--- config.mk ---
export PLATFORM = sky130hd
export DESIGN_NAME = hppi_sel
export DESIGN_NICKNAME = d
export VERILOG_FILES = /design/src/rtl/hppi_pkg.sv /design/src/rtl/hppi_cand.sv /design/src/rtl/hppi_tree.sv /design/src/rtl/hppi_elig.sv /design/src/rtl/hppi_sel.sv
export SDC_FILE = /design/constraint.sdc
export NUM_CORES = 1
export LEC_CHECK = 0
export BUFFER_PORTS_ARGS = -buffer_cell sky130_fd_sc_hd__buf_2
export CAP_MARGIN = 10
export CORE_AREA = 2 2 200 143
export CTS_CLUSTER_DIAMETER = 100
export CTS_CLUSTER_SIZE = 12
export DETAILED_ROUTE_END_ITERATION = 16
export DIE_AREA = 0 0 202 145
export MAX_ROUTING_LAYER = met4
export PLACE_DENSITY_LB_ADDON = 0.25
export SYNTH_ARGS = -nofsm -noshare
export SYNTH_HDL_FRONTEND = slang
export SYNTH_SLANG_ARGS = --single-unit
export TNS_END_PERCENT = 20
--- constraint.sdc ---
create_clock -name clk -period 15.88 [get_ports clk]
set_input_delay 3.176 -clock clk [delete_from_list [all_inputs] [get_ports clk]]
set_output_delay 3.176 -clock clk [all_outputs]
set_load 0.02 [all_outputs]
--- src/rtl/hppi_pkg.sv ---
package hppi_pkg;

  localparam int GRP_W = 2;

  typedef enum logic [GRP_W-1:0] {
    GRP_0   = 2'd0,
    GRP_1S  = 2'd1,
    GRP_1NS = 2'd2,
    GRP_RSV = 2'd3
  } grp_e;

  // Selects the per-group bit for a group code; reserved code yields 0.
  function automatic logic grp_bit(input logic [GRP_W-1:0] g, input logic [2:0] bits);
    case (g)
      GRP_0:   grp_bit = bits[0];
      GRP_1S:  grp_bit = bits[1];
      GRP_1NS: grp_bit = bits[2];
      default: grp_bit = 1'b0;
    endcase
  endfunction

endpackage

--- src/rtl/hppi_cand.sv ---
module hppi_cand
  import hppi_pkg::*;
#(
  parameter int NUM_IRQ = 32
) (
  input  logic [NUM_IRQ-1:0]       pend_i,
  input  logic [NUM_IRQ-1:0]       en_i,
  input  logic [NUM_IRQ-1:0]       act_i,
  input  logic [NUM_IRQ*GRP_W-1:0] grp_i,
  input  logic [2:0]               grp_en_i,
  output logic [NUM_IRQ-1:0]       cand_o
);

  for (genvar i = 0; i < NUM_IRQ; i++) begin : g_irq
    logic [GRP_W-1:0] g;
    assign g         = grp_i[i*GRP_W +: GRP_W];
    assign cand_o[i] = pend_i[i] & en_i[i] & ~act_i[i] & grp_bit(g, grp_en_i);
  end

endmodule

--- src/rtl/hppi_tree.sv ---
module hppi_tree
  import hppi_pkg::*;
#(
  parameter int NUM_IRQ = 32,
  parameter int PRIO_W  = 8,
  localparam int ID_W   = $clog2(NUM_IRQ),
  localparam int NODES  = 2*NUM_IRQ - 1
) (
  input  logic [NUM_IRQ-1:0]        cand_i,
  input  logic [NUM_IRQ*PRIO_W-1:0] prio_i,
  input  logic [NUM_IRQ*GRP_W-1:0]  grp_i,
  output logic                      valid_o,
  output logic [ID_W-1:0]           id_o,
  output logic [PRIO_W-1:0]         prio_o,
  output logic [GRP_W-1:0]          grp_o
);

  // Heap layout: node k has children 2k+1 (lower IDs) and 2k+2.
  logic              v [NODES];
  logic [PRIO_W-1:0] p [NODES];
  logic [ID_W-1:0]   d [NODES];
  logic [GRP_W-1:0]  g [NODES];

  for (genvar i = 0; i < NUM_IRQ; i++) begin : g_leaf
    assign v[NUM_IRQ-1+i] = cand_i[i];
    assign p[NUM_IRQ-1+i] = cand_i[i] ? prio_i[i*PRIO_W +: PRIO_W] : {PRIO_W{1'b1}};
    assign d[NUM_IRQ-1+i] = cand_i[i] ? ID_W'(i) : '0;
    assign g[NUM_IRQ-1+i] = cand_i[i] ? grp_i[i*GRP_W +: GRP_W] : GRP_0;
  end

  for (genvar k = 0; k < NUM_IRQ-1; k++) begin : g_node
    logic take_l;
    // Left side holds lower IDs: it keeps the slot on equal priority.
    assign take_l = v[2*k+1] && (!v[2*k+2] || (p[2*k+1] <= p[2*k+2]));
    assign v[k]   = v[2*k+1] | v[2*k+2];
    assign p[k]   = take_l ? p[2*k+1] : p[2*k+2];
    assign d[k]   = take_l ? d[2*k+1] : d[2*k+2];
    assign g[k]   = take_l ? g[2*k+1] : g[2*k+2];
  end

  assign valid_o = v[0];
  assign prio_o  = p[0];
  assign id_o    = d[0];
  assign grp_o   = g[0];

endmodule

--- src/rtl/hppi_elig.sv ---
module hppi_elig
  import hppi_pkg::*;
(
  input  logic             sleep_i,
  input  logic [2:0]       grp_en_i,
  input  logic [2:0]       grp_dis_i,
  input  logic [GRP_W-1:0] qgrp_i,
  output logic             ok_o
);

  assign ok_o = ~sleep_i & grp_bit(qgrp_i, grp_en_i) & ~grp_bit(qgrp_i, grp_dis_i);

endmodule

--- src/rtl/hppi_sel.sv ---
module hppi_sel
  import hppi_pkg::*;
#(
  parameter int NUM_IRQ = 32,
  parameter int PRIO_W  = 8,
  localparam int ID_W   = $clog2(NUM_IRQ)
) (
  input  logic                      clk,
  input  logic                      rst,
  input  logic [NUM_IRQ-1:0]        pend_i,
  input  logic [NUM_IRQ-1:0]        en_i,
  input  logic [NUM_IRQ-1:0]        act_i,
  input  logic [NUM_IRQ*PRIO_W-1:0] prio_i,
  input  logic [NUM_IRQ*2-1:0]      grp_i,
  input  logic [2:0]                grp_en_i,
  input  logic                      sleep_i,
  input  logic [2:0]                grp_dis_i,
  input  logic [1:0]                qgrp_i,
  output logic                      win_valid_o,
  output logic [ID_W-1:0]           win_id_o,
  output logic [PRIO_W-1:0]         win_prio_o,
  output logic [1:0]                win_grp_o,
  output logic                      eligible_o
);

  logic [NUM_IRQ-1:0] cand;
  logic               t_valid;
  logic [ID_W-1:0]    t_id;
  logic [PRIO_W-1:0]  t_prio;
  logic [GRP_W-1:0]   t_grp;
  logic               elig_c;

  hppi_cand #(.NUM_IRQ(NUM_IRQ)) u_cand (
    .pend_i   (pend_i),
    .en_i     (en_i),
    .act_i    (act_i),
    .grp_i    (grp_i),
    .grp_en_i (grp_en_i),
    .cand_o   (cand)
  );

  hppi_tree #(.NUM_IRQ(NUM_IRQ), .PRIO_W(PRIO_W)) u_tree (
    .cand_i  (cand),
    .prio_i  (prio_i),
    .grp_i   (grp_i),
    .valid_o (t_valid),
    .id_o    (t_id),
    .prio_o  (t_prio),
    .grp_o   (t_grp)
  );

  hppi_elig u_elig (
    .sleep_i   (sleep_i),
    .grp_en_i  (grp_en_i),
    .grp_dis_i (grp_dis_i),
    .qgrp_i    (qgrp_i),
    .ok_o      (elig_c)
  );

  always_ff @(posedge clk) begin
    if (rst) begin
      win_valid_o <= 1'b0;
      win_id_o    <= '0;
      win_prio_o  <= {PRIO_W{1'b1}};
      win_grp_o   <= GRP_0;
      eligible_o  <= 1'b0;
    end else begin
      win_valid_o <= t_valid;
      win_id_o    <= t_id;
      win_prio_o  <= t_prio;
      win_grp_o   <= t_grp;
      eligible_o  <= elig_c;
    end
  end

  // History of the candidate mask, kept for the checks below only.
  logic [NUM_IRQ-1:0] cand_prev;
  always_ff @(posedge clk) begin
    if (rst) cand_prev <= '0;
    else     cand_prev <= cand;
  end

  p_win_is_cand_r1: assert property (@(posedge clk) disable iff (rst)
    win_valid_o |-> cand_prev[win_id_o]);

  p_valid_any_r1: assert property (@(posedge clk) disable iff (rst)
    win_valid_o == (|cand_prev));

  p_idle_ff_r4: assert property (@(posedge clk) disable iff (rst)
    !win_valid_o |-> (win_prio_o == {PRIO_W{1'b1}} && win_id_o == '0));

  p_no_rsv_grp_r5: assert property (@(posedge clk) disable iff (rst)
    win_valid_o |-> win_grp_o != GRP_RSV);

  p_sleep_blocks_r6: assert property (@(posedge clk) disable iff (rst)
    $past(sleep_i) |-> !eligible_o);

  p_rsv_query_r7: assert property (@(posedge clk) disable iff (rst)
    ($past(qgrp_i) == GRP_RSV) |-> !eligible_o);

endmodule

After elaboration in Yosys (flattened, before gate mapping)
Index checks and enable logic that the tools add are counted.

Flip-flop bits (word level): 17. Bits in latches: 0. RAM bits: 0. Bits in read-only memories: 0. Input bits: 427. Output and inout port bits: 17. Memories kept: 0.

Add/subtract/negate cells: 0. Multipliers: 0. Div/mod/pow operators: 0. $lt $le $gt $ge: 31. Eq/ne operators: 66. Shifts and indexed selects: 0. Mux-type cells: 222. Bitwise operators: 163. Reductions and logical operators: 126.

Operator list (count): $mux 8 (63); $le 8x8->1 (31); $mux 5 (47); $mux 2 (65); $pmux 1 s3 (34); $and 1x1->1 (98); $eq 2x1->1 const B (33); $eq 2x2->1 const B (33); $logic_not 2->1 (33); $not 1->1 (34); $mux 4 (8); $logic_and 1x1->1 (31); $logic_not 1->1 (31); $logic_or 1x1->1 (31); $or 1x1->1 (31); $mux 3 (4); $mux 1 (1).

Depth between registers and ports, before layout
Gate-level depths: netlist (run 1).

Depth after elaboration: 24. Gate-level depth with buffers: 62.

Modules after synthesis
Synthesis (run 1) repeated with hierarchy kept, for this count alone.

Cell total of the unflattened synthesis: 1959. Area, all modules: 14171.1 um^2.

Modules (own cells, without submodules): hppi_tree (times used 1, cells an instance 1781, area each 12547.0 um^2); hppi_cand (times used 1, cells an instance 137, area each 1112.3 um^2); hppi_sel (times used 1, cells an instance 35, area each 466.7 um^2); hppi_elig (times used 1, cells an instance 6, area each 45.0 um^2).

Least setup slack after synthesis (run 1)
Ideal clock, no wire load.

Kind: input-to-reg. Start point: input grp_en_i[2]. End point: register win_prio_o[0]. Arrival: 13.615 ns. Slack: 2.148 ns. Cell stages on the path: 55. Cell sequence: buf_4 mux2_2 a2bb2oi_2 clkbuf_1 nor2_1 ha_1 a21oi_1 o21ai_0 or3_1 o21ai_0 clkbuf_1 mux2_2 ha_1 nand2_1 nor2_1 a211oi_1 a221oi_1 a21oi_2 (+19 left out) a21oi_1 o31a_1 nor2_1 clkbuf_1 clkbuf_1 nand2_1 o21ai_0 ha_1 a21o_1 a21o_1 a21oi_1 o21ai_0 o21ai_0 o21ba_2 buf_2 nand3b_1 nand2b_1 and4b_1.

Word-level cells in the longest chain between the ends: 23.

RTL lines: start, declared (line hppi_sel.sv:15) `input logic [2:0] grp_en_i,`; $pmux 1 s3 (line hppi_pkg.sv:14) `case (g)`; $and 1x1->1 (line hppi_cand.sv:17) `assign cand_o[i] = pend_i[i] & en_i[i] & ~act_i[i] & grp_bit(g, grp_en_i);`; $mux 8 (line hppi_tree.sv:26) `assign p[NUM_IRQ-1+i] = cand_i[i] ? prio_i[i*PRIO_W +: PRIO_W] : {PRIO_W{1'b1}};`; $le 8x8->1 (line hppi_tree.sv:34) `assign take_l = v[2*k+1] && (!v[2*k+2] || (p[2*k+1] <= p[2*k+2]));`; $logic_or 1x1->1 (line hppi_tree.sv:34); $logic_and 1x1->1 (line hppi_tree.sv:34); $mux 8 (line hppi_tree.sv:36) `assign p[k] = take_l ? p[2*k+1] : p[2*k+2];`; $le 8x8->1 (line hppi_tree.sv:34); (+7 left out); $le 8x8->1 (line hppi_tree.sv:34); $logic_or 1x1->1 (line hppi_tree.sv:34); $logic_and 1x1->1 (line hppi_tree.sv:34); $mux 8 (line hppi_tree.sv:36); $le 8x8->1 (line hppi_tree.sv:34); $logic_or 1x1->1 (line hppi_tree.sv:34); $logic_and 1x1->1 (line hppi_tree.sv:34); $mux 8 (*) (line hppi_tree.sv:36); end signal, assigned (line hppi_sel.sv:64) `win_prio_o <= {PRIO_W{1'b1}};`; end signal, assigned (line hppi_sel.sv:70) `win_prio_o <= t_prio;`; end, declared (line hppi_sel.sv:21) `output logic [PRIO_W-1:0] win_prio_o,`.

Every way passes the cells marked *; elsewhere a longest branch is shown, timed or not. A chain may end at the register's enable or synchronous reset.

Worst setup path after layout (run 1)
Same ends and word-level chain as after synthesis.

==> results of run 1 <==
-- state kept, by name, summed over array words and instances, names as in the netlist --
| name | cells |
|---|---|
| win_id_o | 5 |
| win_prio_o | 8 |
| eligible_o | 1 |
| win_valid_o | 1 |
| win_grp_o | 2 |
-- power by group through the flow --
| stage | Combinational (mW) | Sequential [mW] | Clock [mW] |
|---|---|---|---|
| after global routing | 0.476 | 0.0573 | 0.0586 |
| final | 0.437 | 0.0573 | 0.0568 |
| after CTS | 0.428 | 0.0569 | 0.0573 |
| after floorplan | 0.267 | 0.0642 | 0 |
| after global placement | 0.421 | 0.0580 | 0 |
| after detailed placement | 0.425 | 0.0578 | 0 |
-- layout make-up --
cell class	instances	area [um^2]
clock inverters	1	7.507
fillers	2613	11320
inverters	143	536.8
well taps	371	464.2
flip-flops and latches	17	340.3
clock buffers	3	75.07
repair buffers	465	2385
multi-input cells	1639	12250
-- synth_stat cells, types with 11 or more instances --
master / n / area share, %
nand3b_1: 11 / 0.61
o21bai_1: 12 / 0.67
o21ai_0: 39 / 1.4
nand3_1: 31 / 1.1
mux2i_1: 128 / 9.5
nor2b_1: 44 / 2.0
nand4_1: 57 / 2.6
nand2_1: 149 / 4.1
ha_1: 247 / 23
nor2_1: 227 / 6.3
a21oi_1: 116 / 4.3
a2111oi_0: 12 / 0.78
and3_1: 17 / 0.79
or2_2: 20 / 0.92
and4b_1: 27 / 2.0
nor3_1: 27 / 1.0
clkbuf_1: 36 / 1.0
and2_1: 12 / 0.55
inv_1: 143 / 4.0
nand4b_1: 15 / 0.97
o211ai_1: 22 / 1.2
nand2b_1: 71 / 3.3
dfxtp_1: 17 / 2.5
mux2_2: 57 / 4.7
a31oi_1: 14 / 0.65
o21a_1: 23 / 1.3
a211oi_1: 13 / 0.72
a21o_1: 68 / 3.8
o22ai_1: 28 / 1.3
buf_2: 28 / 1.0
-- through the flow --
step / hold slack (ns) / worst slack (ns) / cells / utilization (%) / total power, mW
floorplan: 3.367 / 2.148 / 1878 / - / 0.3310
global placement: 3.546 / 0.5806 / 2635 / 58.33 / 0.4793
detailed placement: 3.524 / 0.4372 / 2635 / 58.33 / 0.4830
CTS: 3.251 / 0.6742 / 2639 / 58.63 / 0.5423
global route: 3.257 / 0.03001 / 2639 / 58.65 / 0.5923
finish: 3.269 / 0.8500 / 2639 / 58.65 / 0.5512
-- logic make-up (layout without fill, tap and decap cells) --
logic type | count (synthesis) | count (layout) | synth area share [%]
DFF | 17 | 17 | 2.516
muxes | 189 | 189 | 14.77
and+or+nand+nor | 735 | 735 | 28.02
adders and majority gates | 247 | 247 | 22.85
buffers and inverters | 222 | 612 | 6.974
AOI/OAI and AO/OA | 468 | 468 | 24.87
-- worst paths after layout --
check                       start                       end  slack (ns)  cells past startpoint
worst min-delay path          rst    win_id_o[3]$_SDFF_PP0_        3.27                      2
worst max-delay path  grp_en_i[2]  win_prio_o[0]$_SDFF_PP1_        0.85                     53
-- timing repair --
| item | in CTS | in global routing |
|---|---|---|
| hold buffers | 0 | 0 |
| endpoints found under the setup margin | 0 | 14 |
| resized for setup | 0 | 3 |
-- metal layers --
| layer | GRT usage, % | vias to the layer above | share of wire (%) |
|---|---|---|---|
| li1 | - | 7747 | - |
| met1 | 48.90 | 7258 | 47 |
| met2 | 52.34 | 687 | 43 |
| met3 | 2.493 | 60 | 7.8 |
| met4 | 5.074 | 0 | 1.7 |
| met5 | - | - | 0 |
-- placed cells by master, fill, tap and decap left out, types with 13 or more instances in the layout --
| master | Yosys | routed |
|---|---|---|
| o21a_1 | 23 | 23 |
| buf_4 | 6 | 22 |
| nor2_1 | 227 | 226 |
| nor3_1 | 27 | 27 |
| nand4b_1 | 15 | 15 |
| inv_1 | 143 | 143 |
| and4b_1 | 27 | 27 |
| or2_2 | 20 | 20 |
| mux2_2 | 57 | 57 |
| buf_2 | 28 | 442 |
| a31oi_1 | 14 | 14 |
| a211oi_1 | 13 | 13 |
| a21oi_1 | 116 | 116 |
| o21ai_0 | 39 | 38 |
| nand4_1 | 57 | 57 |
| nor2b_1 | 44 | 44 |
| nand2_1 | 149 | 148 |
| o211ai_1 | 22 | 22 |
| and3_1 | 17 | 17 |
| nand2b_1 | 71 | 71 |
| o22ai_1 | 28 | 28 |
| ha_1 | 247 | 247 |
| dfxtp_1 | 17 | 17 |
| nand3_1 | 31 | 31 |
| mux2i_1 | 128 | 128 |
| a21o_1 | 68 | 68 |
==> out/results.txt, run 1 <==
Setup repair bufs after CTS -> 0
Global Route Usage Sum -> 33.86%
Synth Register Bits -> 17
Antenna Cells -> 0
Fin. Hold Viols -> 0
First-pass GRT wire length -> 78.87 mm
Top cell family by delay on the critical path -> compound AO/OA/AOI/OAI gates
Antenna Nets Post-Route -> 0
Cell count after synthesis -> 1,878
Worst Tran Pin Value -> 1.064 ns
Number of buffers added on ports -> 443
Fin area -> 16,060 um^2
Most used DFF post-synth -> dfxtp_1
Setup TNS -> 0 ns
Num CTS Buffers -> 3
Largest net degree at the start of global routing -> 32
Switch Pwr -> 280.4 uW
Die H -> 145 um
Initial Utilization -> 49.41%
Top Ports -> 444
Core footprint -> 27,380 um^2
RSZ-0062 raised after global routing -> no
Clock transition at path regs -> 0.07 ns
Status -> finished clean
Crit path kind -> in -> reg
DP Area -> 15,970 um^2
Syn_area_per_cell -> 7.203 um^2
Sequential share of power -> 10.4%
Placer Congestion -> 1.025
Root Buffer -> clkbuf_16
Crit path arrival time -> 15.19 ns
Fin. max-slew vios -> 0
CTS tree -> yes
CP bufs+invs -> 5
Slowest cell on crit path -> a21oi_2
Netlist cell types -> 86
Gate power share -> 79.3%
Final WL -> 50.64 mm
Mapped Nets -> 2,552
Starting DRT DRC Count -> 1,265
Most frequent CP cell -> o21ai_0
DR vias/cell -> 5.969
Routed via count -> 15,750
Total grt overflow -> 0
Number of synthesized flops with an enable pin -> 0
Max Fclk -> 66.53 MHz
Mapped Area -> 13,530 um^2
Worst setup SP type -> input port
Area growth syn-to-layout -> 18.70%
Hold WC Path Type -> in -> reg
YS warnings -> 0
Async S/R FF share, synth -> 0%
Max Cap Viol -> 0
PwrDens -> 34.33 nW/um^2
Final setup fails -> 0
Critical path's largest stage delay -> 0.82 ns
Htree depth -> 1
Fin crit period -> 15.03 ns
Final worst-path cycle share -> 94.65%
CP Max Fanout -> 31
Peak supply drop -> 0.02843 mV
Required time of the critical path -> 16.04 ns
Row Count -> 51
Clk pwr share -> 10.3%
Share of layout cells above drive strength 1 -> 25.84%
Die W -> 202 um
Hpwl dp -> 43.75 mm
Leak pwr -> 8.232 nW
Max Buffers Root-to-Sink -> 2
Clock sinks -> 17
Routed wire per std cell -> 19.19 um
Pre-Repair DR Iteration Count -> 5
Switching share of power -> 50.87%
Crit end category -> register
Vias in the first global route -> 14,840
Sequential area share after synthesis -> 2.516%
Slew HR -> 29.09%
Die area -> 29,290 um^2
# nets final -> 2,943
P_int -> 270.8 uW
DR DRC count -> 0
Initial antenna violation count -> 0
(Power assumes the default switching activity.)
==> run 2: changes to the inputs <==
--- a/config.mk
+++ b/config.mk
@@ -12,7 +12,6 @@
 export CTS_CLUSTER_SIZE = 12
 export DETAILED_ROUTE_END_ITERATION = 16
 export DIE_AREA = 0 0 202 145
-export MAX_ROUTING_LAYER = met4
 export PLACE_DENSITY_LB_ADDON = 0.25
 export SYNTH_ARGS = -nofsm -noshare
 export SYNTH_HDL_FRONTEND = slang
==> constraint.sdc (replaced) <==
create_clock -name clk -period 13.94 [get_ports clk]
set_input_delay 2.788 -clock clk [delete_from_list [all_inputs] [get_ports clk]]
set_output_delay 2.788 -clock clk [all_outputs]
set_load 0.02 [all_outputs]
==> out/results.txt, run 2 (synthesis results as in run 1) <==
Total power -> 637.6 uW (was 551.2 uW)
Antenna Cells -> 0 (unchanged)
Total grt overflow -> 0 (unchanged)
Die H -> 145 um (unchanged)
Hold-fix buffers, CTS -> 0 (unchanged)
CP bufs+invs -> 6 (was 5)
Fin. Hold Viols -> 0 (unchanged)
Status -> finished clean (unchanged)
Final WL -> 51.25 mm (was 50.64 mm)
Hold Slack -> 2.858 ns (was 3.269 ns)
Max Fclk -> 75.03 MHz
DP Area -> 16,170 um^2 (was 15,970 um^2)
Switch Pwr -> 320.8 uW (was 280.4 uW)
Routed via count -> 16,130 (was 15,750)
Fin. max-slew vios -> 0 (unchanged)
Most common cell after layout, fill and taps aside -> buf_2 (unchanged)
Switching share of power -> 50.31% (was 50.87%)
Crit. path cell count -> 54 (was 53)
Htree depth -> 1 (unchanged)
Die W -> 202 um (unchanged)
Vias in the first global route -> 15,510 (was 14,840)
Peak supply drop -> 0.04483 mV (was 0.02843 mV)
Area growth syn-to-layout -> 21.53% (was 18.70%)
Global Route Usage Sum -> 32.93% (was 33.86%)
Placer Congestion -> 1.044 (was 1.025)
Slew HR -> 46.14% (was 29.09%)
Clock sinks -> 17 (unchanged)
Top Ports -> 444 (unchanged)
Crit end category -> register (unchanged)
Most frequent cells in the layout -> buf_2 (443), ha_1 (247), nor2_1 (225) (was buf_2 (442), ha_1 (247), nor2_1 (226))
Routed wire per std cell -> 19.13 um (was 19.19 um)
PwrDens -> 38.78 nW/um^2 (was 34.33 nW/um^2)
Sequential share of power -> 9.8% (was 10.4%)
# nets final -> 2,983 (was 2,943)
Critical path's largest stage delay -> 0.39 ns (was 0.82 ns)
First-pass GRT wire length -> 79.16 mm (was 78.87 mm)
Slowest cell on crit path -> mux2i_1 (was a21oi_2)
Largest net degree at the start of global routing -> 20 (was 32)
Starting DRT DRC Count -> 1,465 (was 1,265)
Clock transition at path regs -> 0.07 ns (about the same)
DR DRC count -> 0 (unchanged)
Row Count -> 51 (unchanged)
Die area -> 29,290 um^2 (unchanged)
Top cell family by delay on the critical path -> compound AO/OA/AOI/OAI gates (unchanged)
DR vias/cell -> 6.021 (was 5.969)
Setup TNS -> 0 ns (unchanged)
Initial antenna violation count -> 1 (was 0)
P_int -> 316.8 uW (was 270.8 uW)
Hpwl dp -> 44.37 mm (was 43.75 mm)
Worst Tran Pin Value -> 0.8006 ns (was 1.064 ns)
Gate power share -> 79.8% (was 79.3%)
Top Registers -> win_prio_o x8, win_id_o x5, win_grp_o x2 (unchanged)
Number of flip-flops in the largest register -> 8 (unchanged)
Most frequent CP cell -> o21a_1 (was o21ai_0)
Final worst-path cycle share -> 95.61%
Worst setup SP type -> input port (unchanged)
Clk pwr share -> 10.4% (was 10.3%)
Required time of the critical path -> 14.09 ns (was 16.04 ns)
Hold WC Path Type -> in -> reg (unchanged)
Core footprint -> 27,380 um^2 (unchanged)
Max Buffers Root-to-Sink -> 2 (unchanged)
CTS tree -> yes (unchanged)
Antenna Nets Post-Route -> 0 (unchanged)
Most flops, register -> win_prio_o (unchanged)
Initial Utilization -> 49.41% (unchanged)
Crit path arrival time -> 13.48 ns (was 15.19 ns)
Fin crit period -> 13.33 ns
Leak pwr -> 8.427 nW (was 8.232 nW)
CP Max Fanout -> 17 (was 31)
Root Buffer -> clkbuf_16 (unchanged)
Share of layout cells above drive strength 1 -> 28.03% (was 25.84%)
Fin area -> 16,440 um^2 (was 16,060 um^2)
Num CTS Buffers -> 3 (unchanged)
Final setup fails -> 0 (unchanged)
Pre-Repair DR Iteration Count -> 5 (unchanged)
Number of buffers added on ports -> 443 (unchanged)
Crit path kind -> in -> reg (unchanged)
Hold depth -> 3 (was 2)
Max Cap Viol -> 0 (unchanged)
run 2: changes by cell type in the layout (fill, tap and decap cells not counted), sizes merged:
cell,previous run,this run
buf,464,505
clkbuf,4,3
run 2: layer usage:
metal / track usage (%) / wire [um]
met2: 53.57 / 22660
met4: 6.581 / 928
met1: 45.96 / 22880
met5: 0 / 17
met3: 4.897 / 4765
run 2: final timing paths:
check                         from                        to  slack, ns
worst max-delay path   grp_en_i[0]  win_prio_o[0]$_SDFF_PP1_       0.61
worst min-delay path  grp_dis_i[2]     eligible_o$_SDFF_PP0_       2.86
run 2: area by class of cell:
| class | count | area [um^2] |
|---|---|---|
| tap | 371 | 464.2 |
| clock buffer | 3 | 75.07 |
| timing repair buffer | 505 | 2683 |
| fill | 2597 | 10940 |
| inverter | 143 | 536.8 |
| multi-input combinational | 1639 | 12330 |
| sequential | 17 | 340.3 |
| clock inverter | 1 | 7.507 |
run 2: per-stage QoR:
stage	utilization, %	std cells	setup WS (ns)
finish	60.05	2679	0.6115
detailed placement	59.07	2662	0.08795
floorplan	-	1878	0.5961
global route	60.05	2679	-0.01583
CTS	59.37	2666	0.3371
global placement	59.07	2662	0.2470
run 2: timing repair:
action	4_1_cts	5_1_grt
setup buffers	0	13
endpoints found under the setup margin	0	15
gates resized for setup	0	30
run 2: power groups by stage:
stage                     combinational, mW  clock (mW)  sequential (mW)
final                                 0.509      0.0661           0.0627
after global placement                0.482           0           0.0638
after CTS                             0.492      0.0663           0.0625
after global routing                  0.557      0.0674           0.0628
after floorplan                       0.304           0           0.0731
after detailed placement              0.489           0           0.0635
